[src/rtl/ptr_exec_pkg.sv]
package ptr_exec_pkg;
  localparam int NREG  = 16;
  localparam int SEL_W = $clog2(NREG);
  localparam int OPC_W = 8;

  typedef enum logic {ST_IDLE, ST_EXEC} st_e;
  typedef enum logic [1:0] {SRC_N, SRC_X, SRC_P} src_e;
  typedef enum logic [2:0] {RG_KEEP, RG_INC, RG_DEC, RG_LO, RG_HI} rg_e;
  typedef enum logic [2:0] {DA_KEEP, DA_MEM, DA_OR, DA_LO, DA_HI} da_e;

  typedef struct packed {
    logic legal;
    src_e src;
    rg_e  rg;
    da_e  da;
    logic wr;
  } uop_t;
endpackage

[src/rtl/ptr_exec_decode.sv]
module ptr_exec_decode
  import ptr_exec_pkg::*;
(
  input  logic [OPC_W-1:0] opcode,
  output uop_t             uop
);
  logic [3:0] hi;
  logic [3:0] lo;
  assign hi = opcode[7:4];
  assign lo = opcode[3:0];

  always_comb begin
    uop       = '0;
    uop.src   = SRC_N;
    uop.rg    = RG_KEEP;
    uop.da    = DA_KEEP;
    case (hi)
      4'h0: if (lo != 4'h0) begin uop.legal = 1'b1; uop.da = DA_MEM; end
      4'h1: begin uop.legal = 1'b1; uop.rg = RG_INC; end
      4'h2: begin uop.legal = 1'b1; uop.rg = RG_DEC; end
      4'h4: begin uop.legal = 1'b1; uop.da = DA_MEM; uop.rg = RG_INC; end
      4'h5: begin uop.legal = 1'b1; uop.wr = 1'b1; end
      4'h6: if (lo == 4'h0) begin
              uop.legal = 1'b1; uop.src = SRC_X; uop.rg = RG_INC;
            end
      4'h7: if (lo == 4'h2) begin
              uop.legal = 1'b1; uop.src = SRC_X; uop.da = DA_MEM; uop.rg = RG_INC;
            end else if (lo == 4'h3) begin
              uop.legal = 1'b1; uop.src = SRC_X; uop.wr = 1'b1; uop.rg = RG_DEC;
            end
      4'h8: begin uop.legal = 1'b1; uop.da = DA_LO; end
      4'h9: begin uop.legal = 1'b1; uop.da = DA_HI; end
      4'hA: begin uop.legal = 1'b1; uop.rg = RG_LO; end
      4'hB: begin uop.legal = 1'b1; uop.rg = RG_HI; end
      4'hF: case (lo)
              4'h0: begin uop.legal = 1'b1; uop.src = SRC_X; uop.da = DA_MEM; end
              4'h1: begin uop.legal = 1'b1; uop.src = SRC_X; uop.da = DA_OR; end
              4'h8: begin
                      uop.legal = 1'b1; uop.src = SRC_P; uop.da = DA_MEM; uop.rg = RG_INC;
                    end
              4'h9: begin
                      uop.legal = 1'b1; uop.src = SRC_P; uop.da = DA_OR; uop.rg = RG_INC;
                    end
              default: ;
            endcase
      default: ;
    endcase
  end
endmodule

[src/rtl/ptr_exec_regs.sv]
module ptr_exec_regs #(
  parameter int AW = 16
) (
  input  logic                          clk,
  input  logic                          rst_n,
  input  logic [ptr_exec_pkg::SEL_W-1:0] ridx,
  output logic [AW-1:0]                 rdata,
  input  logic                          we,
  input  logic [ptr_exec_pkg::SEL_W-1:0] widx,
  input  logic [AW-1:0]                 wdata
);
  import ptr_exec_pkg::*;
  logic [AW-1:0] bank [NREG];

  for (genvar i = 0; i < NREG; i++) begin : g_reg
    always_ff @(posedge clk or negedge rst_n) begin
      if (!rst_n)                          bank[i] <= '0;
      else if (we && widx == SEL_W'(i))    bank[i] <= wdata;
    end
  end

  assign rdata = bank[ridx];
endmodule

[src/rtl/ptr_exec_step.sv]
module ptr_exec_step #(
  parameter int AW = 16,
  parameter int DW = 8
) (
  input  logic [AW-1:0]          cur,
  input  ptr_exec_pkg::rg_e      op,
  input  logic [DW-1:0]          d,
  output logic [AW-1:0]          nxt
);
  import ptr_exec_pkg::*;
  localparam int HW = AW - DW;

  always_comb begin
    case (op)
      RG_INC:  nxt = cur + AW'(1);
      RG_DEC:  nxt = cur - AW'(1);
      RG_LO:   nxt = {cur[AW-1:DW], d};
      RG_HI:   nxt = {d, cur[HW-1:0]};
      default: nxt = cur;
    endcase
  end
endmodule

[src/rtl/ptr_exec_unit.sv]
module ptr_exec_unit #(
  parameter int DW = 8,
  parameter int AW = 16
) (
  input  logic          clk,
  input  logic          rst_n,
  input  logic          op_valid,
  output logic          op_ready,
  input  logic [7:0]    op_code,
  input  logic          sel_load,
  input  logic [3:0]    sel_p,
  input  logic [3:0]    sel_x,
  output logic [AW-1:0] mem_addr,
  output logic [DW-1:0] mem_wdata,
  output logic          mem_we,
  input  logic [DW-1:0] mem_rdata,
  output logic [DW-1:0] acc_d,
  output logic          retire,
  output logic          bad_op
);
  import ptr_exec_pkg::*;

  st_e              st;
  logic [OPC_W-1:0] op_q;
  logic [SEL_W-1:0] p_q, x_q, sel;
  logic [DW-1:0]    d_q, d_nxt;
  logic [AW-1:0]    cur, nxt;
  uop_t             u;
  logic             exec, reg_we;

  assign op_ready = (st == ST_IDLE);
  assign exec     = (st == ST_EXEC);

  ptr_exec_decode i_dec (.opcode(op_q), .uop(u));

  always_comb begin
    case (u.src)
      SRC_X:   sel = x_q;
      SRC_P:   sel = p_q;
      default: sel = op_q[SEL_W-1:0];
    endcase
  end

  assign reg_we = exec && u.legal && (u.rg != RG_KEEP);

  ptr_exec_regs #(.AW(AW)) i_regs (
    .clk(clk), .rst_n(rst_n), .ridx(sel), .rdata(cur),
    .we(reg_we), .widx(sel), .wdata(nxt)
  );

  ptr_exec_step #(.AW(AW), .DW(DW)) i_step (
    .cur(cur), .op(u.rg), .d(d_q), .nxt(nxt)
  );

  assign mem_addr  = cur;
  assign mem_wdata = d_q;
  assign mem_we    = exec && u.legal && u.wr;
  assign acc_d     = d_q;

  always_comb begin
    case (u.da)
      DA_MEM:  d_nxt = mem_rdata;
      DA_OR:   d_nxt = mem_rdata | d_q;
      DA_LO:   d_nxt = cur[DW-1:0];
      DA_HI:   d_nxt = cur[AW-1:AW-DW];
      default: d_nxt = d_q;
    endcase
  end

  always_ff @(posedge clk or negedge rst_n) begin
    if (!rst_n) begin
      st     <= ST_IDLE;
      op_q   <= '0;
      d_q    <= '0;
      retire <= 1'b0;
      bad_op <= 1'b0;
    end else begin
      retire <= exec;
      bad_op <= exec && !u.legal;
      if (exec) begin
        st <= ST_IDLE;
        if (u.legal) d_q <= d_nxt;
      end else if (op_valid) begin
        st   <= ST_EXEC;
        op_q <= op_code;
      end
    end
  end

  always_ff @(posedge clk or negedge rst_n) begin
    if (!rst_n) begin
      p_q <= '0;
      x_q <= '0;
    end else if (sel_load) begin
      p_q <= sel_p;
      x_q <= sel_x;
    end
  end


  accept_drops_ready_chk: assert property (@(posedge clk) disable iff (!rst_n)
    (op_valid && op_ready) |=> !op_ready);

  exec_retires_chk: assert property (@(posedge clk) disable iff (!rst_n)
    exec |=> retire);

  retire_pulse_chk: assert property (@(posedge clk) disable iff (!rst_n)
    retire |=> !retire);

  bad_needs_retire_chk: assert property (@(posedge clk) disable iff (!rst_n)
    bad_op |-> retire);

  bad_keeps_acc_chk: assert property (@(posedge clk) disable iff (!rst_n)
    (exec && !u.legal) |=> $stable(acc_d));

  write_in_exec_chk: assert property (@(posedge clk) disable iff (!rst_n)
    mem_we |-> !op_ready);

  sel_hold_chk: assert property (@(posedge clk) disable iff (!rst_n)
    !sel_load |=> ($stable(p_q) && $stable(x_q)));
endmodule

[config.mk]
export PLATFORM = sky130hd
export DESIGN_NAME = ptr_exec_unit
export DESIGN_NICKNAME = d
export VERILOG_FILES = /design/src/rtl/ptr_exec_pkg.sv /design/src/rtl/ptr_exec_decode.sv /design/src/rtl/ptr_exec_regs.sv /design/src/rtl/ptr_exec_step.sv /design/src/rtl/ptr_exec_unit.sv
export SDC_FILE = /design/constraint.sdc
export NUM_CORES = 1
export LEC_CHECK = 0
export ABC_AREA = 1
export BUFFER_PORTS_ARGS = -buffer_cell sky130_fd_sc_hd__buf_2
export CAP_MARGIN = 20
export CORE_AREA = 2 2 141 211
export CTS_CLUSTER_SIZE = 20
export DETAILED_ROUTE_END_ITERATION = 6
export DIE_AREA = 0 0 143 213
export PLACE_DENSITY = 0.77
export SYNTH_ARGS = -nofsm -noshare
export SYNTH_HDL_FRONTEND = slang
export SYNTH_HIERARCHICAL = 1
export SYNTH_SLANG_ARGS = --single-unit
export TNS_END_PERCENT = 30
[constraint.sdc]
create_clock -name clk -period 6.25 [get_ports clk]
set_input_delay 0.625 -clock clk [delete_from_list [all_inputs] [get_ports clk]]
set_output_delay 0.625 -clock clk [all_outputs]
set_load 0.05 [all_outputs]
# Word-level counts from Yosys, hierarchy flattened
# Cells that the tools add are included.
[word_totals] regBits=283 input_bits=28 out_inout_bits=36 word_cells=129
[op_classes] add_sub_neg=2 order_cmp=1 eq_ne=41 n_mux=24 bitwise_logic=3 reduce_logical=35
[ops] op="$bmux W16 S4" count=1
[ops] op="$pmux W16 S4" count=1
[ops] op="$eq A4 B4 Y1 const B" count=15
[ops] op="$eq A4 B3 Y1 const B" count=8
[ops] op="$mux W16" count=2
[ops] op="$pmux W8 S4" count=1
[ops] op="$pmux W3 S7" count=1
[ops] op="$eq A4 B2 Y1 const B" count=5
[ops] op="$logic_and A1 B1 Y1" count=20
[ops] op="$mux W6" count=3
[ops] op="$pmux W3 S6" count=1
[ops] op="$add A16 B1 Y16 const B" count=1
[ops] op="$sub A16 B1 Y16 const B" count=1
[ops] op="$eq A3 B2 Y1 const B" count=4
[ops] op="$eq A4 B1 Y1 const B" count=3
[ops] op="$logic_not A4 Y1" count=3
[ops] op="$reduce_or A2 Y1" count=5
[ops] op="$mux W1" count=8
[ops] op="$or A8 B8 Y8" count=1
[ops] op="$pmux W4 S2" count=1
[ops] op="$reduce_bool A4 Y1" count=2
[ops] op="$reduce_or A8 Y1" count=1
[ops] op="$eq A3 B1 Y1 const B" count=2
[ops] op="$eq A3 B3 Y1 const B" count=2
[ops] op="14 further kinds" count=14

# Logic depth before layout (Yosys ltp)
# Gate-level depths: netlist of the first run.
[logic_depth] depth_word=12 ltp_mapped=32 depth_no_buf=29

# Modules after synthesis
# The synthesis of the first run kept the hierarchy.
[by_module_without_submodules] module="ptr_exec_regs" instances=1 cells_each=1652 area_each_um2=12275.5 seq_area_each_um2=6406.1
[by_module_without_submodules] module="ptr_exec_unit" instances=1 cells_each=199 area_each_um2=1582.8 seq_area_each_um2=675.6
[by_module_without_submodules] module="ptr_exec_step" instances=1 cells_each=269 area_each_um2=1332.5 seq_area_each_um2=0.0
[by_module_without_submodules] module="ptr_exec_decode" instances=1 cells_each=68 area_each_um2=297.8 seq_area_each_um2=0.0

# Worst setup path after synthesis of the first run
# No wires, ideal clock.
[synth_path] kind="reg-to-reg" from="register op_q[5]" to="register i_regs/bank[124] (netlist bit)" t_arrival_ns=4.568 required_time_ns=6.117 path_slack_ns=1.549 path_stages_with_launch=32 path_cell_list="dfrtp_1 nand2_2 nor2_2 nand2_2 o211ai_1 inv_1 ha_1 inv_1 nor2_1 a21oi_1 buf_2 inv_2 buf_2 buf_2 nand2_1 nand3_1 nand3_1 nand3_1 nand2_1 inv_1 fa_1 inv_1 nand3_1 nand3_1 nand3_1 nand3_1 nand2_1 nand3_1 nand3b_1 inv_1 clkbuf_1 o21ai_0"
[synth_lines] element="from (decl)" line_no="ptr_exec_unit.sv:24" rtl="logic [OPC_W-1:0] op_q;"
[synth_lines] element="from (signal assigned)" line_no="ptr_exec_unit.sv:85" rtl="op_q <= op_code;"
[synth_lines] element="to (signal, indexed assignment)" line_no="ptr_exec_regs.sv:18" rtl="else if (we && widx == SEL_W'(i)) bank[i] <= wdata;"
[synth_lines] element="to (decl)" line_no="ptr_exec_regs.sv:13" rtl="logic [AW-1:0] bank [NREG];"

==> impl_results.md, run 1 <==
* Initial antenna violation count at 1
* Number of global-route vias before repair at 13600
* Number of clock sinks seen by CTS at between 200 and 300
* Global placement routability congestion at 0.998
* Sequential element share of the synthesized area at between 40% and 50%
* Critical path data arrival time at 5960 ps
* Post-DP HPWL at 27800 um
* Post-Syn Area at ~15000 um2
* Total count of max-transition violations in the final report at 0
* Area Overhead vs Synth at 9.89%
* Crit path time final at between 5000 and 6000 ps
* Parity-gate share of the synthesized area counting xor and xnor cells at 0.0565%
* Number of fill cells at 2574
* Static leakage at 8.57 nW
* Crit path kind: flip-flop to flip-flop
* Mux contribution to synthesized area at 0.582%
* Post-Syn Area per Cell at 7.08 um2
* Final net count at 2225
* Share of flip-flops with an asynchronous set or reset after synthesis at 100%
* Maximum resistive drop on vdd at 0.205 mV
* Number of resized instances in the post-cts repair step at 0
* Post-Syn Instances at approximately 2200
* Setup repair after global routing missed its margin: false
* Number of rows in the core area at 76
* Result of the run: finished clean
* Tightest slew margin relative to the limit at between 30% and 40%
* Residual DRC at 0
* Total of endpoints with negative setup slack in the final report at 0
* Wirelength, routed at 43700 um
* Placeable core area at 28600 um2
* Number of cells on the worst reg-to-reg path at 28
* Clock latency reported for the late side of the worst-skew pair at between 500 and 600 ps
* Number of synthesized flops with an enable pin at 0
* Depth of the CTS H-tree at 1
* Detailed Route Iter0 Violations at 1273
* Required arrival time at the worst endpoint at 6650 ps
* Cell variety after synth at 44
* Detailed-route vias per instance at 5.53
* Worst setup SP type: flip-flop
* IO buf count at 63
* Routed vias at 14300
* Most frequent standard cell in the layout excluding fill and tap cells: nand2_1
* Power, Total at 6.77 mW
* Initial Utilization at 54.1%
* Routed length per placed instance at 16.9 um
* CTS max path bufs at 3
* Sequential cell area at 7080 um2
* Area enclosed by the die boundary at 30500 um2
* Setup Total Neg Slack at 0 ps
* Die Height at 213 um
* Post-Route Skew at 9.27 ps
* Crit path max-delay cell type: buf_4
* Clock-pin slew on the worst setup and hold paths at 60 ps
* Number of buffers created by CTS at 28
* Share of layout cells above drive strength 1 at 8.36%
* Slowest stage delay, CP at 520 ps
* Combined area of the multi-input logic cells at 6750 um2
* Count of yosys warnings during synthesis at 6
* Horiz. Die Dim at 143 um
* Global-route wire length before repair at 69900 um
* Slew of the pin with the lowest slew margin at 939 ps
* Leftover overflow at the end of global routing at 0
* Combinational family with the most area after synthesis: simple AND/OR/NAND/NOR gates
* Share of the clock period used by the worst path after layout at 88.9%
* Iteration count of the initial detailed-routing pass at 6
* Post-synthesis sequential element count at 283
* Power density normalized to cell area at 398 nW/um2
* Cell depth of the worst min-delay path at 3
* Element type at the critical path end: flip-flop
* CTS tree: done
* Number of top-level pins at 64
* Share of the synthesized area in compound gates (AO/OA/AOI/OAI) at 10.2%
* Highest-count cells in the layout ignoring fill and taps: nand2_1, inv_1, dfrtp_1
* Synth Flop Type: dfrtp_1
* Final ANT Viol Nets at 0
* Adder and majority gate portion of the synthesized area at 1.42%
* Area share of and/or/nand/nor cells after synthesis at 30.9%
* Total count of hold-check failures in the final report at 0
* Combined global-route utilization of all metal layers at a little under 30%
* Utilization after layout at 59.5%
* Post-synth net total at between 2000 and 2500
* Path class of the lowest-slack min-delay path: input pin to flip-flop
* Maximum capacitance violations at 0
* Pin count of the biggest net entering global routing at 165
* Critical path fanouts, max at 41
* Max Fclk at 180 MHz
* Root Buffer Master: clkbuf_16
[cell usage after synthesis, types with 2 or more instances]
cell type / count / area share (%)
nand3b_1: 4 / 0.19
a21oi_1: 18 / 0.58
o21ai_2: 2 / 0.11
inv_2: 4 / 0.097
o21ai_1: 6 / 0.19
inv_1: 293 / 7.1
nor3_1: 4 / 0.13
a22oi_1: 4 / 0.19
mux2_2: 8 / 0.58
o21ai_4: 2 / 0.21
nor3_2: 4 / 0.26
ha_1: 16 / 1.3
buf_1: 13 / 0.32
nor2_2: 2 / 0.081
dfrtp_1: 283 / 46
nand2_1: 799 / 19
buf_6: 3 / 0.22
buf_4: 10 / 0.48
buf_2: 27 / 0.87
nand3_1: 241 / 7.8
nor2_4: 2 / 0.15
o21ai_0: 259 / 8.4
or2_2: 3 / 0.12
nand2_2: 2 / 0.081
o211ai_1: 5 / 0.24
nor2_1: 62 / 1.5
clkbuf_1: 76 / 1.8
nand4_1: 20 / 0.81
[where the power goes]
part / switching (mW) / internal (mW) / leakage, nW
Sequential: 0.257 / 2.28 / 3.85
Combinational: 1.78 / 0.668 / 4.23
Clock: 0.718 / 1.06 / 0.491
Total: 2.76 / 4.01 / 8.57
[layer usage]
layer	track usage (%)	up-vias	part of all wire (%)
met3	3.79	156	8.4
met4	13.3	0	4.6
met5	0	-	0
li1	-	6814	-
met2	50.3	666	49
met1	35.8	6713	38
[worst max-delay path: cells and delay by family (launching register included)]
family,cells,cell delay [ps]
buffers and inverters,8,1720
AND/OR/NAND/NOR,14,1830
adder cells (fa/ha/maj),2,720
flip-flops,1,460
AO/OA/AOI/OAI,4,630
[path summary, 6_finish.rpt]
path / start / to / slack [ps]
max: op_q[1] / i_regs/bank[191] / 690
min: op_code[3] / op_q[3] / 270
max reg2reg: op_q[1] / i_regs/bank[191] / 690
min reg2reg: exec / retire / 400
max in group asynchronous: rst_n / i_regs/bank[144] / 4400
min in group asynchronous: rst_n / i_regs/bank[171] / 560
[timing repair]
item,4_1_cts,5_1_grt
endpoints found under the hold margin,46,0
buffers inserted,0,0
hold buffers,1,0
[layout make-up]
class	count	share of cell area (%)
Antenna cell	1	0.0147
Tap cell	390	2.87
Sequential cell	283	41.6
Multi-Input combinational cell	1475	39.6
Clock buffer	41	4.94
Clock inverter	11	0.853
Timing Repair Buffer	93	3.47
Inverter	299	6.62
[stage by stage]
step / instances / instance area [um2] / worst slack [ps] / hold WS [ps]
2_1_floorplan: 2188 / 15500 / 1550 / 329
3_5_place_dp: 2539 / 16000 / 876 / 391
5_1_grt: 2593 / 17000 / 367 / 270
6_report: 2593 / 17000 / 691 / 273
4_1_cts: 2592 / 17000 / 784 / 253
3_3_place_gp: 2539 / 16000 / 983 / 381
[sequential cells by signal, summed over array words and instances, names as in the netlist]
name / cells
i_regs/bank: 256
acc_d: 8
op_q: 8
p_q: 4
x_q: 4
bad_op: 1
exec: 1
retire: 1
[logic make-up after synthesis]
family,Yosys count
compound gates,300
xor+xnor,1
fa+ha+maj,17
buf+inv,430
flops,283
mux,8
simple gates,1149
Power figures use the tool's default switching activity.
==> run 2: changes to the inputs <==
Settings changed: MAX_ROUTING_LAYER set to met4.
==> run 2 against run 1 <==
  * The run now ends with design-rule violations left
  * Global-route usage rose by 0.88 points
  * Sequential share of layout area rose by 0.40 points
  * Via count fell by 1.1%
  * Maximum frequency rose by 0.24%
  * Clock power fell by 9%
  * Worst hold slack got worse by 180 ps
  * Critical path depth rose by 1
  * Register-to-register slack barely moved
  * Clock skew rose by 2.7 ps
  * First-iteration DRC count fell by 1.2%
  * Combinational power barely moved
  * Setup slack improved by 14 ps
  * Critical path type unchanged
==> impl_results.md, run 2 (same netlist as run 1, synthesis figures left out) <==
* Pin count of the biggest net entering global routing at 169 (was 165)
* CTS max path bufs at 3 (unchanged)
* CP Depth at 29 (was 28)
* Clock group share of total power at 24.5% (was 26.2%)
* Sw Pwr at 2.73 mW (was 2.76 mW)
* Placeable core area at 28600 um2 (unchanged)
* Leftover overflow at the end of global routing at 0 (unchanged)
* IO buf count at 63 (unchanged)
* Power, Total at 6.60 mW (was 6.77 mW)
* Horiz. Die Dim at 143 um (unchanged)
* Slowest stage delay, CP at 520 ps (about the same)
* Met2 demand-to-capacity share in global routing at 49.5% (was 50.3%)
* Maximum resistive drop on vdd at 0.191 mV (was 0.205 mV)
* Total count of max-transition violations in the final report at 0 (unchanged)
* Internal portion of total power at 3.87 mW (was 4.01 mW)
* Area Overhead vs Synth at 8.84% (was 9.89%)
* Path class of the lowest-slack min-delay path: input pin to async pin (was input pin to flip-flop)
* Iteration count of the initial detailed-routing pass at 7 (was 6)
* Final ANT Viol Nets at 0 (unchanged)
* Result of the run: complete, but fails checks (was finished clean)
* Number of flip-flops in the largest register at 256 (unchanged)
* Post-Route Skew at 12.0 ps (was 9.27 ps)
* Crit path time final at 5550 ps (was 5560 ps)
* Share of layout cells above drive strength 1 at 7.84% (was 8.36%)
* Number of top-level pins at 64 (unchanged)
* Number of fill cells at 2564 (was 2574)
* Violations in the final reports: design-rule violations
* Critical path fanouts, max at 51 (was 41)
* Most frequent standard cell in the layout excluding fill and tap cells: nand2_1 (unchanged)
* Critical path data arrival time at 5940 ps (was 5960 ps)
* Grt met3 use at 4.33% (was 3.79%)
* Most frequent CP cell: nand2_1
* Number of buffers created by CTS at 27 (was 28)
* Worst slack on hold paths at 95.3 ps (was 273 ps)
* Max Fclk at 180 MHz (about the same)
* CTS tree: done (unchanged)
* Number of rows in the core area at 76 (unchanged)
* Post-cts hold buffer count at 0 (was 1)
* Launching point of the worst reg2reg path: op_q[3] (was op_q[1])
* Combinational Power Share at 37.0% (was 36.2%)
* Clock-pin slew on the worst setup and hold paths at 70 ps (was 60 ps)
* Final net count at 2220 (was 2225)
* Detailed-route vias per instance at 5.49 (was 5.53)
* Crit path max-delay cell type: buf_4 (unchanged)
* Power density normalized to cell area at 391 nW/um2 (was 398 nW/um2)
* Global placement routability congestion at 1.09 (was 0.998)
* Setup ws final at 704 ps (was 691 ps)
* Residual DRC at 1 (was 0)
* Tightest slew margin relative to the limit at 34.1% (was 37.3%)
* Slew of the pin with the lowest slew margin at 978 ps (was 939 ps)
* Wirelength, routed at 43600 um (was 43700 um)
* Endpoint of the lowest-slack register-to-register path: i_regs/bank[143] (was i_regs/bank[191])
* Share of the clock period used by the worst path after layout at 88.7% (was 88.9%)
* Setup Total Neg Slack at 0 ps (unchanged)
* Number of cells on the worst reg-to-reg path at 29 (was 28)
* Static leakage at 8.48 nW (was 8.57 nW)
* M1 GR Usage at 35.9% (was 35.8%)
* Maximum capacitance violations at 0 (unchanged)
* Initial antenna violation count at 0 (was 1)
* Highest-count cells in the layout ignoring fill and taps: nand2_1, inv_1, dfrtp_1 (unchanged)
* Routed vias at 14200 (was 14300)
* Required arrival time at the worst endpoint at 6640 ps (was 6650 ps)
* Post-DP HPWL at 27800 um (about the same)
* Flop2flop setup slack at 700 ps (was 690 ps)
* Antenna diodes at 0 (was 1)
* Post-Place Worst Slack at 515 ps (was 876 ps)
* Total count of hold-check failures in the final report at 0 (unchanged)
* Most Used Layer, Global Route: met2 (unchanged)
* Endpoint of the most critical setup path: i_regs/bank[143] (was i_regs/bank[191])
* Initial Utilization at 54.1% (unchanged)
* Cell family with most CP delay: simple AND/OR/NAND/NOR gates (unchanged)
* Die Height at 213 um (unchanged)
* Number of clock sinks seen by CTS at 283 (unchanged)
* Start point of the critical path: op_q[3] (was op_q[1])
* Number of global-route vias before repair at 13500 (was 13600)
* Root Buffer Master: clkbuf_16 (unchanged)
* Clock latency reported for the late side of the worst-skew pair at 550 ps (was 560 ps)
* Worst setup SP type: flip-flop (unchanged)
* Global-route wire length before repair at 69800 um (was 69900 um)
* Largest Register: i_regs/bank (unchanged)
* Element type at the critical path end: flip-flop (unchanged)
* Setup repair after global routing missed its margin: false (unchanged)
* Area enclosed by the die boundary at 30500 um2 (unchanged)
* Routed length per placed instance at 16.9 um (about the same)
* Crit path kind: flip-flop to flip-flop (unchanged)
* Share of total power consumed by net switching at 41.4% (was 40.8%)
* Detailed Route Iter0 Violations at 1258 (was 1273)
* Share of total power in sequential cells at 38.5% (was 37.5%)
* Depth of the CTS H-tree at 1 (unchanged)
* Buffering stage count on the worst path with inverters included at 7 (was 8)
* Total of endpoints with negative setup slack in the final report at 0 (unchanged)
* Combined global-route utilization of all metal layers at 29.8% (was 29.0%)
run 2: area by class of cell:
| type | instances | area (um2) | area share, % |
|---|---|---|---|
| inverters | 299 | 1130 | 6.69 |
| clock inverters | 8 | 103 | 0.609 |
| clock buffers | 40 | 754 | 4.48 |
| repair buffers | 89 | 558 | 3.31 |
| well taps | 390 | 488 | 2.89 |
| flip-flops and latches | 283 | 7080 | 42.0 |
| multi-input cells | 1475 | 6750 | 40.0 |
run 2: power groups by stage:
stage	Combinational [mW]	Clock, mW	Sequential (mW)
3_3_place_gp	2.35	0	2.54
5_1_grt	2.73	1.72	2.59
6_report	2.44	1.62	2.54
2_1_floorplan	1.75	0	2.58
4_1_cts	2.42	1.65	2.53
3_5_place_dp	2.41	0	2.56
run 2: worst min-delay path by stage:
stage	startpoint	to	slack (ps)	cells after the start
finish	rst_n	i_regs/bank[236]	100	1
global route	rst_n	i_regs/bank[236]	180	1
CTS	rst_n	i_regs/bank[236]	150	1
detailed placement	exec	retire	380	0
global placement	exec	retire	380	0
floorplan	rst_n	acc_d[0]	330	0
run 2: through the flow:
stage | std cells | instance area, um2 | utilization (%)
after global routing | 2584 | 16900 | 58.9
after detailed placement | 2536 | 16000 | 55.9
after floorplan | 2188 | 15500 | -
after CTS | 2584 | 16900 | 58.9
after global placement | 2536 | 16000 | 55.9
final | 2584 | 16900 | 58.9
run 2: repair_timing:
item | CTS | global route
setup buffers | 0 | 0
resized for setup | 0 | 1
setup endpoints to repair | 0 | 7
run 2: routing by layer:
metal	share of wire [%]	wire (um)	vias up
met1	39	17100	6630
met4	4.4	1900	0
met5	0	0	-
li1	-	-	6804
met2	49	21500	615
met3	7.2	3130	138
==> run 3: changes to the inputs <==
Settings changed: RECOVER_POWER set to 50.
==> run 3 against run 2 <==
  * The run ends with design-rule violations, max-capacitance violations, max-slew violations left
  * Final area down 0.14%
  * Final cell count unchanged
  * Core utilization down 0.083 points
  * Worst hold slack better by 180 ps
  * Die area unchanged
  * Combinational power about the same
  * Maximum frequency about the same
  * Sequential share of layout area up 0.059 points
  * Register-to-register slack about the same
  * Clock-buffer cell count unchanged
==> impl_results.md, run 3 (same netlist as run 1, synthesis figures left out) <==
* Result of the run: complete, but fails checks (unchanged)
* Violations in the final reports: design-rule violations, max-capacitance violations, max-slew violations (was design-rule violations)
* Area Overhead vs Synth at 8.68% (was 8.84%)
* Post CTS Setup Buffer Count at 0 (unchanged)
* Number of clock sinks seen by CTS at 283 (unchanged)
* Iteration count of the initial detailed-routing pass at 7 (unchanged)
* CP Depth at 29 (unchanged)
* Initial Utilization at 54.1% (unchanged)
* Highest-count cells in the layout ignoring fill and taps: nand2_1, inv_1, dfrtp_1 (unchanged)
* Power, Total at 6.60 mW (about the same)
* Number of top-level pins at 64 (unchanged)
* Element type at the critical path end: flip-flop (unchanged)
* Tightest slew margin relative to the limit at -96.8% (was 34.1%)
* Critical path fanouts, max at 51 (unchanged)
* Detailed Route Iter0 Violations at 1258 (unchanged)
* Setup repair after global routing missed its margin: false (unchanged)
* Finished Layout Cells at 2584 (unchanged)
* Combined area of the multi-input logic cells at 6750 um2 (unchanged)
* Routed vias at 14200 (about the same)
* Most frequent CP cell: nand2_1 (unchanged)
* Residual DRC at 1 (unchanged)
* Depth of the CTS H-tree at 1 (unchanged)
* Max Fclk at 180 MHz (about the same)
* Final net count at 2220 (unchanged)
* Post-Place Worst Slack at 515 ps (unchanged)
* Clock-pin slew on the worst setup and hold paths at 60 ps (was 70 ps)
* Routed length per placed instance at 16.8 um (was 16.9 um)
* Number of flip-flops in the largest register at 256 (unchanged)
* Final ANT Viol Nets at 0 (unchanged)
* IO buf count at 63 (unchanged)
* Maximum resistive drop on vdd at 0.191 mV (about the same)
* Clock latency reported for the late side of the worst-skew pair at 550 ps (about the same)
* Endpoint of the lowest-slack register-to-register path: i_regs/bank[143] (unchanged)
* Leftover overflow at the end of global routing at 0 (unchanged)
* Detailed-route vias per instance at 5.48 (was 5.49)
* Combined global-route utilization of all metal layers at 29.8% (unchanged)
* Slew of the pin with the lowest slew margin at 2950 ps (was 978 ps)
* Global-route wire length before repair at 69800 um (unchanged)
* Share of the clock period used by the worst path after layout at 88.8% (was 88.7%)
* Placeable core area at 28600 um2 (unchanged)
* Number of rows in the core area at 76 (unchanged)
* Maximum capacitance violations at 2 (was 0)
* Setup Total Neg Slack at 0 ps (unchanged)
* Root Buffer Master: clkbuf_16 (unchanged)
* Most frequent standard cell in the layout excluding fill and tap cells: nand2_1 (unchanged)
* Total count of max-transition violations in the final report at 286 (was 0)
* Slowest stage delay, CP at 530 ps (was 520 ps)
* Required arrival time at the worst endpoint at 6640 ps (about the same)
* Horiz. Die Dim at 143 um (unchanged)
* Critical path data arrival time at 5940 ps (about the same)
* Area enclosed by the die boundary at 30500 um2 (unchanged)
* Static leakage at 8.46 nW (was 8.48 nW)
* Setup ws final at 699 ps (was 704 ps)
* Flop2flop setup slack at 700 ps (about the same)
* Launching point of the worst reg2reg path: op_q[3] (unchanged)
* Number of fill cells at 2568 (was 2564)
* Worst slack on hold paths at 275 ps (was 95.3 ps)
* Post-DP HPWL at 27800 um (unchanged)
* Number of cells on the worst reg-to-reg path at 29 (unchanged)
* Cell family with most CP delay: simple AND/OR/NAND/NOR gates (unchanged)
* Total count of hold-check failures in the final report at 0 (unchanged)
* CTS tree: done (unchanged)
* Largest Register: i_regs/bank (unchanged)
* Crit path time final at 5550 ps (about the same)
* CTS max path bufs at 3 (unchanged)
* Pin count of the biggest net entering global routing at 169 (unchanged)
* Initial antenna violation count at 0 (unchanged)
* Global placement routability congestion at 1.09 (unchanged)
* Path class of the lowest-slack min-delay path: input pin to flip-flop (was input pin to async pin)
* Post-Route Skew at 11.9 ps (was 12.0 ps)
* Number of buffers created by CTS at 27 (unchanged)
* # placed instances at 2536 (unchanged)
* Crit path max-delay cell type: buf_4 (unchanged)
* Wirelength, routed at 43500 um (was 43600 um)
* Number of global-route vias before repair at 13500 (unchanged)
* Die Height at 213 um (unchanged)
* Total of endpoints with negative setup slack in the final report at 0 (unchanged)
* Endpoint of the most critical setup path: i_regs/bank[143] (unchanged)
* Antenna diodes at 0 (unchanged)
* Crit path kind: flip-flop to flip-flop (unchanged)
* Power density normalized to cell area at 392 nW/um2 (was 391 nW/um2)
* Start point of the critical path: op_q[3] (unchanged)
* Share of layout cells above drive strength 1 at 7.79% (was 7.84%)
* Worst setup SP type: flip-flop (unchanged)
* Buffering stage count on the worst path with inverters included at 7 (unchanged)
* Sequential cell area at 7080 um2 (unchanged)
run 3: changes by cell type in the layout (fill, tap and decap cells not counted), sizes merged:
cell and delta:
buf -3, clkbuf +3
run 3: where the power goes:
group,switching [mW],leakage [nW],internal (mW)
Sequential,0.256,3.85,2.28
Clock,0.698,0.416,0.919
Combinational,1.78,4.20,0.661
Total,2.73,8.46,3.86
run 3: through the flow:
stage                     area, um2  util [%]
after global routing          16800      58.8
final                         16800      58.8
after detailed placement      16000      55.9
after CTS                     16900      58.9
after global placement        16000      55.9
after floorplan               15500         -
run 3: final cells by class:
class / instances / share of cell area (%)
sequential: 283 / 42.1
multi-input combinational: 1475 / 40.1
inverter: 299 / 6.70
clock buffer: 40 / 4.48
timing repair buffer: 89 / 3.17
tap: 390 / 2.90
clock inverter: 8 / 0.609
run 3: what timing repair did:
item | 4_1_cts | 5_1_grt
endpoints found under the setup margin | 0 | 7
gates resized for setup | 0 | 1
hold buffers | 0 | 0
run 3: worst register-to-register path: cells and delay by family, from the launching register on:
family	cells	cell delay [ps]
buf+inv	7	1550
flops	1	440
simple gates	16	2000
compound gates	4	670
fa+ha+maj	2	740
run 3: worst min path at each step:
stage	startpoint	end	slack, ps	cells after the start
final	op_code[2]	op_q[2]	280	3
after global routing	op_code[2]	op_q[2]	280	3
after CTS	rst_n	i_regs/bank[236]	150	1
after detailed placement	exec	retire	380	0
after global placement	exec	retire	380	0
after floorplan	rst_n	acc_d[0]	330	0
run 3: layer usage:
layer  GRT usage, %  part of all wire [%]  vias to the layer above
li1               -                     -                     6805
met1           35.9                    39                     6621
met2           49.5                    49                      603
met3           4.33                   7.2                      135
met4           14.0                   4.4                        0
met5              -                     0                        -
